## src/rtl/emw_pkg.sv

```systemverilog
// Shared types for the external memory wait-state controller.
// Assumes a 16-bit external data bus and per-pair settings of 6 bits.
package emw_pkg;
    localparam int BUS_W = 16;
    localparam int CFG_W = 6;

    typedef struct packed {
        logic       wide;   // 1 = 16-bit device, 0 = 8-bit device
        logic [2:0] wcnt;   // added wait cycles (bus cycles)
        logic [1:0] od;     // recovery delay code, 2*od+1 half cycles
    } area_cfg_t;

    localparam area_cfg_t CFG_RESET = '{wide: 1'b1, wcnt: 3'd7, od: 2'd3};

    typedef enum logic [2:0] {
        ST_IDLE,
        ST_GAP,
        ST_STRB,
        ST_MID,
        ST_DONE
    } seq_st_t;
endpackage

```

## src/rtl/emw_cfg_bank.sv

```systemverilog
// Per-pair settings storage. One word serves two neighbouring areas.
// Assumes N_PAIRS is a power of two; reset loads the slow boot default.
module emw_cfg_bank
    import emw_pkg::*;
#(
    parameter  int N_PAIRS = 4,
    localparam int PAIR_W  = $clog2(N_PAIRS)
) (
    input  logic              clk,
    input  logic              rst_n,
    input  logic              wr_en,
    input  logic [PAIR_W-1:0] wr_pair,
    input  area_cfg_t         wr_data,
    input  logic [PAIR_W-1:0] rd_pair,
    output area_cfg_t         rd_data,
    output area_cfg_t         cfg_all [N_PAIRS]
);
    area_cfg_t regs [N_PAIRS];

    // Load defaults on reset, otherwise store a written word.
    always_ff @(posedge clk) begin
        if (!rst_n) begin
            for (int i = 0; i < N_PAIRS; i++) regs[i] <= CFG_RESET;
        end else if (wr_en) begin
            regs[wr_pair] <= wr_data;
        end
    end

    // Present the stored words to the sequencer and the read port.
    always_comb begin
        for (int i = 0; i < N_PAIRS; i++) cfg_all[i] = regs[i];
        rd_data = regs[rd_pair];
    end

    for (genvar g = 0; g < N_PAIRS; g++) begin : g_chk
        AST_CFG_STORE: assert property (@(posedge clk) disable iff (!rst_n)
            (wr_en && wr_pair == PAIR_W'(g)) |=> (regs[g] == $past(wr_data)));
        AST_CFG_KEEP: assert property (@(posedge clk) disable iff (!rst_n)
            !(wr_en && wr_pair == PAIR_W'(g)) |=> $stable(regs[g]));
    end
endmodule

```

## src/rtl/emw_cs_gen.sv

```systemverilog
// Turns the active area index into one active-low select per area.
// Assumes sel_en is high only while an access drives the bus.
module emw_cs_gen #(
    parameter  int N_AREAS = 8,
    localparam int AREA_W  = $clog2(N_AREAS)
) (
    input  logic               sel_en,
    input  logic [AREA_W-1:0]  sel_area,
    output logic [N_AREAS-1:0] cs_n
);
    for (genvar g = 0; g < N_AREAS; g++) begin : g_cs
        // Select line g is low only for the active area.
        assign cs_n[g] = !(sel_en && (sel_area == AREA_W'(g)));
    end
endmodule

```

## src/rtl/emw_access_seq.sv

```systemverilog
// Access sequencer: recovery gap, strobe timing with waits, byte split
// for 8-bit areas, read capture and ready pulse. Each clk tick is half a
// bus cycle. Assumes request fields stay stable until ready.
module emw_access_seq
    import emw_pkg::*;
#(
    parameter  int ADDR_W  = 16,
    parameter  int N_AREAS = 8,
    localparam int AREA_W  = $clog2(N_AREAS),
    localparam int N_PAIRS = N_AREAS / 2
) (
    input  logic              clk,
    input  logic              rst_n,
    input  logic              req_valid,
    input  logic              req_write,
    input  logic              req_wide,
    input  logic [ADDR_W-1:0] req_addr,
    input  logic [BUS_W-1:0]  req_wdata,
    input  logic [AREA_W-1:0] req_area,
    input  area_cfg_t         cfg_all [N_PAIRS],
    output logic [AREA_W-1:0] cur_area,
    output logic              cs_en,
    output logic [ADDR_W-1:0] ext_addr,
    output logic [BUS_W-1:0]  ext_dout,
    output logic              ext_doe,
    input  logic [BUS_W-1:0]  ext_din,
    output logic              ext_rd_n,
    output logic              ext_wr_n,
    output logic              rsp_ready,
    output logic [BUS_W-1:0]  rsp_rdata
);
    seq_st_t           state;
    logic [3:0]        cnt;
    logic [AREA_W-1:0] area_q;
    logic [AREA_W-1:0] last_area;
    logic              last_vld;
    logic              byte_hi;
    logic [BUS_W-1:0]  rdata_q;
    logic [4:0]        wr_run;

    area_cfg_t new_cfg, cur_cfg, last_cfg;
    logic      split;

    // Final count of one strobe: 2*(1+w)-1 ticks, writes use w >= 1.
    function automatic logic [3:0] stb_last(area_cfg_t c, logic wr);
        logic [2:0] w;
        w = (wr && c.wcnt == 3'd0) ? 3'd1 : c.wcnt;
        return {w, 1'b1};
    endfunction

    // Look up the settings of the incoming, current and previous area.
    always_comb begin
        new_cfg  = cfg_all[req_area[AREA_W-1:1]];
        cur_cfg  = cfg_all[area_q[AREA_W-1:1]];
        last_cfg = cfg_all[last_area[AREA_W-1:1]];
        split    = req_wide && !cur_cfg.wide;
    end

    // Main sequencing: gap, strobe, byte step, ready.
    always_ff @(posedge clk) begin
        if (!rst_n) begin
            state     <= ST_IDLE;
            cnt       <= '0;
            area_q    <= '0;
            last_area <= '0;
            last_vld  <= 1'b0;
            byte_hi   <= 1'b0;
            rdata_q   <= '0;
        end else begin
            case (state)
                ST_IDLE: if (req_valid) begin
                    area_q  <= req_area;
                    byte_hi <= 1'b0;
                    if (last_vld && req_area != last_area) begin
                        state <= ST_GAP;
                        cnt   <= {1'b0, last_cfg.od, 1'b0};
                    end else begin
                        state <= ST_STRB;
                        cnt   <= stb_last(new_cfg, req_write);
                    end
                end
                ST_GAP: begin
                    if (cnt == 4'd0) begin
                        state <= ST_STRB;
                        cnt   <= stb_last(cur_cfg, req_write);
                    end else begin
                        cnt <= cnt - 4'd1;
                    end
                end
                ST_STRB: begin
                    if (cnt == 4'd0) begin
                        last_area <= area_q;
                        last_vld  <= 1'b1;
                        if (split) begin
                            if (!byte_hi) begin
                                rdata_q[7:0] <= ext_din[7:0];
                                state        <= ST_MID;
                            end else begin
                                rdata_q[15:8] <= ext_din[7:0];
                                state         <= ST_DONE;
                            end
                        end else begin
                            rdata_q <= req_wide ? ext_din : {8'h00, ext_din[7:0]};
                            state   <= ST_DONE;
                        end
                    end else begin
                        cnt <= cnt - 4'd1;
                    end
                end
                ST_MID: begin
                    byte_hi <= 1'b1;
                    state   <= ST_STRB;
                    cnt     <= stb_last(cur_cfg, req_write);
                end
                ST_DONE: state <= ST_IDLE;
                default: state <= ST_IDLE;
            endcase
        end
    end

    // Drive the external bus from the state and the held request.
    always_comb begin
        cs_en     = (state == ST_STRB) || (state == ST_MID);
        cur_area  = area_q;
        ext_rd_n  = !((state == ST_STRB) && !req_write);
        ext_wr_n  = !((state == ST_STRB) && req_write);
        ext_doe   = req_write && cs_en;
        ext_addr  = split ? {req_addr[ADDR_W-1:1], byte_hi} : req_addr;
        ext_dout  = split ? {8'h00, (byte_hi ? req_wdata[15:8] : req_wdata[7:0])}
                          : req_wdata;
        rsp_ready = (state == ST_DONE);
        rsp_rdata = rdata_q;
    end

    // Length of the current write strobe, for the width check.
    always_ff @(posedge clk) begin
        if (!rst_n)         wr_run <= '0;
        else if (!ext_wr_n) wr_run <= wr_run + 5'd1;
        else                wr_run <= '0;
    end

    AST_WR_MIN_LEN: assert property (@(posedge clk) disable iff (!rst_n)
        (ext_wr_n && !$past(ext_wr_n)) |-> (wr_run >= 5'd4));
    AST_RD_ADDR_HOLD: assert property (@(posedge clk) disable iff (!rst_n)
        (!ext_rd_n && !$past(ext_rd_n)) |-> $stable(ext_addr));
    AST_WR_ADDR_HOLD: assert property (@(posedge clk) disable iff (!rst_n)
        (!ext_wr_n && !$past(ext_wr_n)) |-> ($stable(ext_addr) && $stable(ext_dout)));
endmodule

```

## src/rtl/emw_ctrl.sv

```systemverilog
// Top of the per-area external memory wait-state controller.
// Clocked at twice the bus rate; areas come from the top address bits
// and share settings in pairs. Assumes one outstanding request.
module emw_ctrl
    import emw_pkg::*;
#(
    parameter  int ADDR_W  = 16,
    parameter  int N_AREAS = 8,
    localparam int AREA_W  = $clog2(N_AREAS),
    localparam int N_PAIRS = N_AREAS / 2,
    localparam int PAIR_W  = $clog2(N_PAIRS)
) (
    input  logic               clk,
    input  logic               rst_n,
    input  logic               cfg_wr,
    input  logic [PAIR_W-1:0]  cfg_pair,
    input  logic [CFG_W-1:0]   cfg_wdata,
    output logic [CFG_W-1:0]   cfg_rdata,
    input  logic               req_valid,
    input  logic               req_write,
    input  logic               req_wide,
    input  logic [ADDR_W-1:0]  req_addr,
    input  logic [BUS_W-1:0]   req_wdata,
    output logic               rsp_ready,
    output logic [BUS_W-1:0]   rsp_rdata,
    output logic [N_AREAS-1:0] ext_cs_n,
    output logic [ADDR_W-1:0]  ext_addr,
    output logic [BUS_W-1:0]   ext_dout,
    output logic               ext_doe,
    input  logic [BUS_W-1:0]   ext_din,
    output logic               ext_rd_n,
    output logic               ext_wr_n
);
    area_cfg_t         cfg_all [N_PAIRS];
    area_cfg_t         rd_word;
    logic [AREA_W-1:0] req_area;
    logic [AREA_W-1:0] cur_area;
    logic              cs_en;

    assign req_area  = req_addr[ADDR_W-1 -: AREA_W];
    assign cfg_rdata = rd_word;

    emw_cfg_bank #(.N_PAIRS(N_PAIRS)) u_cfg (
        .clk     (clk),
        .rst_n   (rst_n),
        .wr_en   (cfg_wr),
        .wr_pair (cfg_pair),
        .wr_data (area_cfg_t'(cfg_wdata)),
        .rd_pair (cfg_pair),
        .rd_data (rd_word),
        .cfg_all (cfg_all)
    );

    emw_access_seq #(.ADDR_W(ADDR_W), .N_AREAS(N_AREAS)) u_seq (
        .clk       (clk),
        .rst_n     (rst_n),
        .req_valid (req_valid),
        .req_write (req_write),
        .req_wide  (req_wide),
        .req_addr  (req_addr),
        .req_wdata (req_wdata),
        .req_area  (req_area),
        .cfg_all   (cfg_all),
        .cur_area  (cur_area),
        .cs_en     (cs_en),
        .ext_addr  (ext_addr),
        .ext_dout  (ext_dout),
        .ext_doe   (ext_doe),
        .ext_din   (ext_din),
        .ext_rd_n  (ext_rd_n),
        .ext_wr_n  (ext_wr_n),
        .rsp_ready (rsp_ready),
        .rsp_rdata (rsp_rdata)
    );

    emw_cs_gen #(.N_AREAS(N_AREAS)) u_cs (
        .sel_en   (cs_en),
        .sel_area (cur_area),
        .cs_n     (ext_cs_n)
    );

    AST_ONE_CS: assert property (@(posedge clk) disable iff (!rst_n)
        $onehot0(~ext_cs_n));
    AST_STB_EXCL: assert property (@(posedge clk) disable iff (!rst_n)
        !(!ext_rd_n && !ext_wr_n));
    AST_STB_HAS_CS: assert property (@(posedge clk) disable iff (!rst_n)
        (!ext_rd_n || !ext_wr_n) |-> !(&ext_cs_n));
    AST_CS_SWITCH_GAP: assert property (@(posedge clk) disable iff (!rst_n)
        (!(&ext_cs_n) && !(&$past(ext_cs_n))) |-> (ext_cs_n == $past(ext_cs_n)));
    AST_READY_PULSE: assert property (@(posedge clk) disable iff (!rst_n)
        rsp_ready |=> !rsp_ready);
endmodule

```

## config.mk

```make
export PLATFORM = sky130hd
export DESIGN_NAME = emw_ctrl
export DESIGN_NICKNAME = d
export VERILOG_FILES = /design/src/rtl/emw_pkg.sv /design/src/rtl/emw_cfg_bank.sv /design/src/rtl/emw_cs_gen.sv /design/src/rtl/emw_access_seq.sv /design/src/rtl/emw_ctrl.sv
export SDC_FILE = /design/constraint.sdc
export NUM_CORES = 1
export LEC_CHECK = 0
export BUFFER_PORTS_ARGS = -buffer_cell sky130_fd_sc_hd__buf_2
export CAP_MARGIN = 10
export CORE_MARGIN = 5
export CORE_UTILIZATION = 53
export CTS_CLUSTER_DIAMETER = 120
export CTS_CLUSTER_SIZE = 12
export DETAILED_ROUTE_END_ITERATION = 16
export HOLD_SLACK_MARGIN = 0.08
export PLACE_DENSITY_LB_ADDON = 0.15
export SYNTH_ARGS = -nofsm -noshare
export SYNTH_HDL_FRONTEND = slang
export SYNTH_SLANG_ARGS = --single-unit
```

## constraint.sdc

```tcl
create_clock -name clk -period 6.1 [get_ports clk]
set_clock_uncertainty 0.15 [all_clocks]
set_input_delay 0.61 -clock clk [delete_from_list [all_inputs] [get_ports clk]]
set_output_delay 0.61 -clock clk [all_outputs]
set_load 0.005 [all_outputs]
```

==> metrics.csv <==
metric;value;unit
drive_above_1_share;0.396;
cts_resized;0;
cts_tree;yes;
seq_area_frac_synth;0.402;
post_drt_wl_per_cell;16.6;microns
synth-seq-cells;55;
initial_core_util;0.553;
cp_max_fo;11;
min_path_cells;2;
synth_area;3330;sq um
syn_avg_cell_area;10.3;sq um
drc;0;
endpoint_kind;output port;
worstMarginPinSlew;0.869;ns
min_to;u_seq.rsp_rdata[6];
yosys.cell_types.count;56;
core;6030;sq um
htreeDepth;2;
synthArstFlopShare;0;
cts_made_buffers;5;
via_per_inst;5.63;
final-hold-violation-count;0;
final_nets;465;
post-route-period-util;0.577;
rows;28;
maxSlewHeadroom;0.412;
wirelength;7920;microns
cp_slowest_cell;mux4_2;
drt_iter0_markers;108;
syn_nets;389;
place_hpwl;6230;microns
grt_pass1_vias;2586;
grt.overflow.total;0;
grt_use_total;0.199;
pwr_density_cell;249;nW/um^2
dominantRegCellSynth;dfxtp_1;
gp_congestion;0.864;
synthCells;325;
rr_endpoint;u_seq.rsp_rdata[12];
antenna_cells;0;
total_power;0.941;mW
reg2reg_from;u_seq.cur_area[1];
reg2reg_depth;4;
max-clock-path-buffers;2;
required;5.34;ns
die_w;89.3;microns
numPortBuffers;103;
area_growth;13.6;%
r2r_slack;3.62;ns
vias;2686;
tns;0;ns
yosys_warnings;0;
cp_top_family;multiplexers;
grt_max_degree;38;
io_pins;128;
crit_chain;mux4_2 > nand2b_4 > nor2_2 > mux2_2 > buf_2;
max_clock_freq;284;MHz
holdCritStartpoint;u_seq.rsp_rdata[6];
period_minus_slack;3.52;ns
clock_latency;0.31;ns
crit_type;register to output port;
fp.dieArea;7980;sq um
hold_path.class;register to register;
root_buffer;clkbuf_8;
cp.arrival;2.76;ns
status;complete, no violations;
synth_edf_count;24;
cts_sinks;55;
hold_buffers;0;
ir_drop;0.000140;V
clk_pin_slew;0.11;ns
grt_pass1_wl;12400;microns
die_h;89.3;microns
grt_setup_unrepaired;no;
p_leak;1.51;nW
antenna_found_initial;0;
cts_setup_buffers;0;
crit_buf_inv;1;
drv_slew;0;
setup-violations-final;0;
start_kind;register;
ant_nets;0;
first_pass_iters;4;
cp_slowest_stage_delay;0.75;ns
cap_violations;0;
[cell type report]
type | count | area, sq um
Clock inverter | 3 | 22.5
Fill cell | 548 | 2240
Timing Repair Buffer | 104 | 523
Tap cell | 75 | 93.8
Multi-Input combinational cell | 224 | 1690
Inverter | 11 | 41.3
Clock buffer | 5 | 68.8
Sequential cell | 55 | 1340
[cell families (layout without fill, tap and decap cells)]
| family | count (synthesis) | in the layout | share of synthesized area |
|---|---|---|---|
| AOI/OAI and AO/OA | 54 | 54 | 0.115 |
| muxes | 35 | 35 | 0.168 |
| DFF | 55 | 55 | 0.402 |
| adders and majority gates | 2 | 2 | 0.00751 |
| and+or+nand+nor | 125 | 125 | 0.197 |
| xor gates and xnor gates | 8 | 8 | 0.0210 |
| buffers and inverters | 46 | 123 | 0.0893 |
[placed cells by master (no fill, tap or decap), drive strengths merged, types with 2 or more instances in the layout]
master	Yosys	final
a211oi	2	2
a21oi	10	10
a311oi	2	2
a31oi	3	3
and2	8	8
buf	24	104
clkbuf	11	5
clkinv	2	2
dfxtp	31	31
edfxtp	24	24
ha	2	2
inv	9	11
mux2	9	9
mux2i	11	11
mux4	15	15
nand2	32	32
nand2b	9	9
nand3	25	25
nor2	13	13
nor2b	2	2
nor3	8	8
nor3b	2	2
nor4	2	2
o21ai	16	16
o311a	2	2
o31ai	9	9
or2	18	18
xnor2	4	4
xor2	4	4
[registers in the layout (all words and copies together) (netlist names)]
name	cells
u_cfg.regs	24
u_seq.rsp_rdata	16
u_seq.cnt	4
u_seq.cur_area	3
u_seq.last_area	3
u_seq.state	3
u_seq.byte_hi	1
u_seq.last_vld	1
[synth_stat cells (9+ instances only)]
cell type | number | share of area
nand2_1 | 32 | 0.036
dfxtp_1 | 31 | 0.19
nand3_1 | 25 | 0.038
edfxtp_1 | 24 | 0.22
or2_2 | 18 | 0.034
buf_4 | 15 | 0.034
mux4_2 | 12 | 0.081
nor2_1 | 12 | 0.014
mux2i_1 | 11 | 0.033
a21oi_1 | 10 | 0.015
inv_1 | 9 | 0.010
mux2_2 | 9 | 0.030
o31ai_1 | 9 | 0.020
[per-stage QoR]
stage	cell area, sq um	hold slack, ns	worst slack (ns)	util	std cells
floorplan	3330	0.295	3.60	-	325
global placement	3690	0.289	3.03	0.613	469
detailed placement	3690	0.293	2.93	0.613	469
CTS	3780	0.309	2.57	0.628	477
global route	3780	0.323	2.42	0.628	477
finish	3780	0.305	2.58	0.628	477
[worst max-delay path by stage]
stage | from | to | slack, ns | cells after the start
6_report | u_seq.cur_area[1] | ext_dout[2] | 2.58 | 5
2_1_floorplan | u_seq.cur_area[1] | ext_dout[0] | 3.60 | 5
4_1_cts | u_seq.cur_area[1] | ext_dout[1] | 2.57 | 5
3_5_place_dp | u_seq.cur_area[1] | ext_dout[1] | 2.93 | 5
5_1_grt | u_seq.cur_area[1] | ext_dout[2] | 2.42 | 5
3_3_place_gp | u_seq.cur_area[1] | ext_dout[2] | 3.03 | 5
[worst min-delay path, delay by kind of cell, from the launching register on]
kind               cells  cell delay [ns]
DFF                    1             0.32
and+or+nand+nor        1             0.05
AOI/OAI and AO/OA      1             0.05
[routing by layer]
metal,up-vias,global-route usage,part of all wire
li1,1323,-,-
met1,1270,0.268,0.41
met2,81,0.336,0.52
met3,12,0.0313,0.056
met4,0,0.0528,0.016
met5,-,0,0
[power breakdown]
part           leakage, nW  internal [mW]  switching [mW]
logic                0.972          0.128           0.147
registers            0.491          0.420          0.0372
clock network       0.0451         0.0830           0.125
Power figures use the tool's default switching activity.
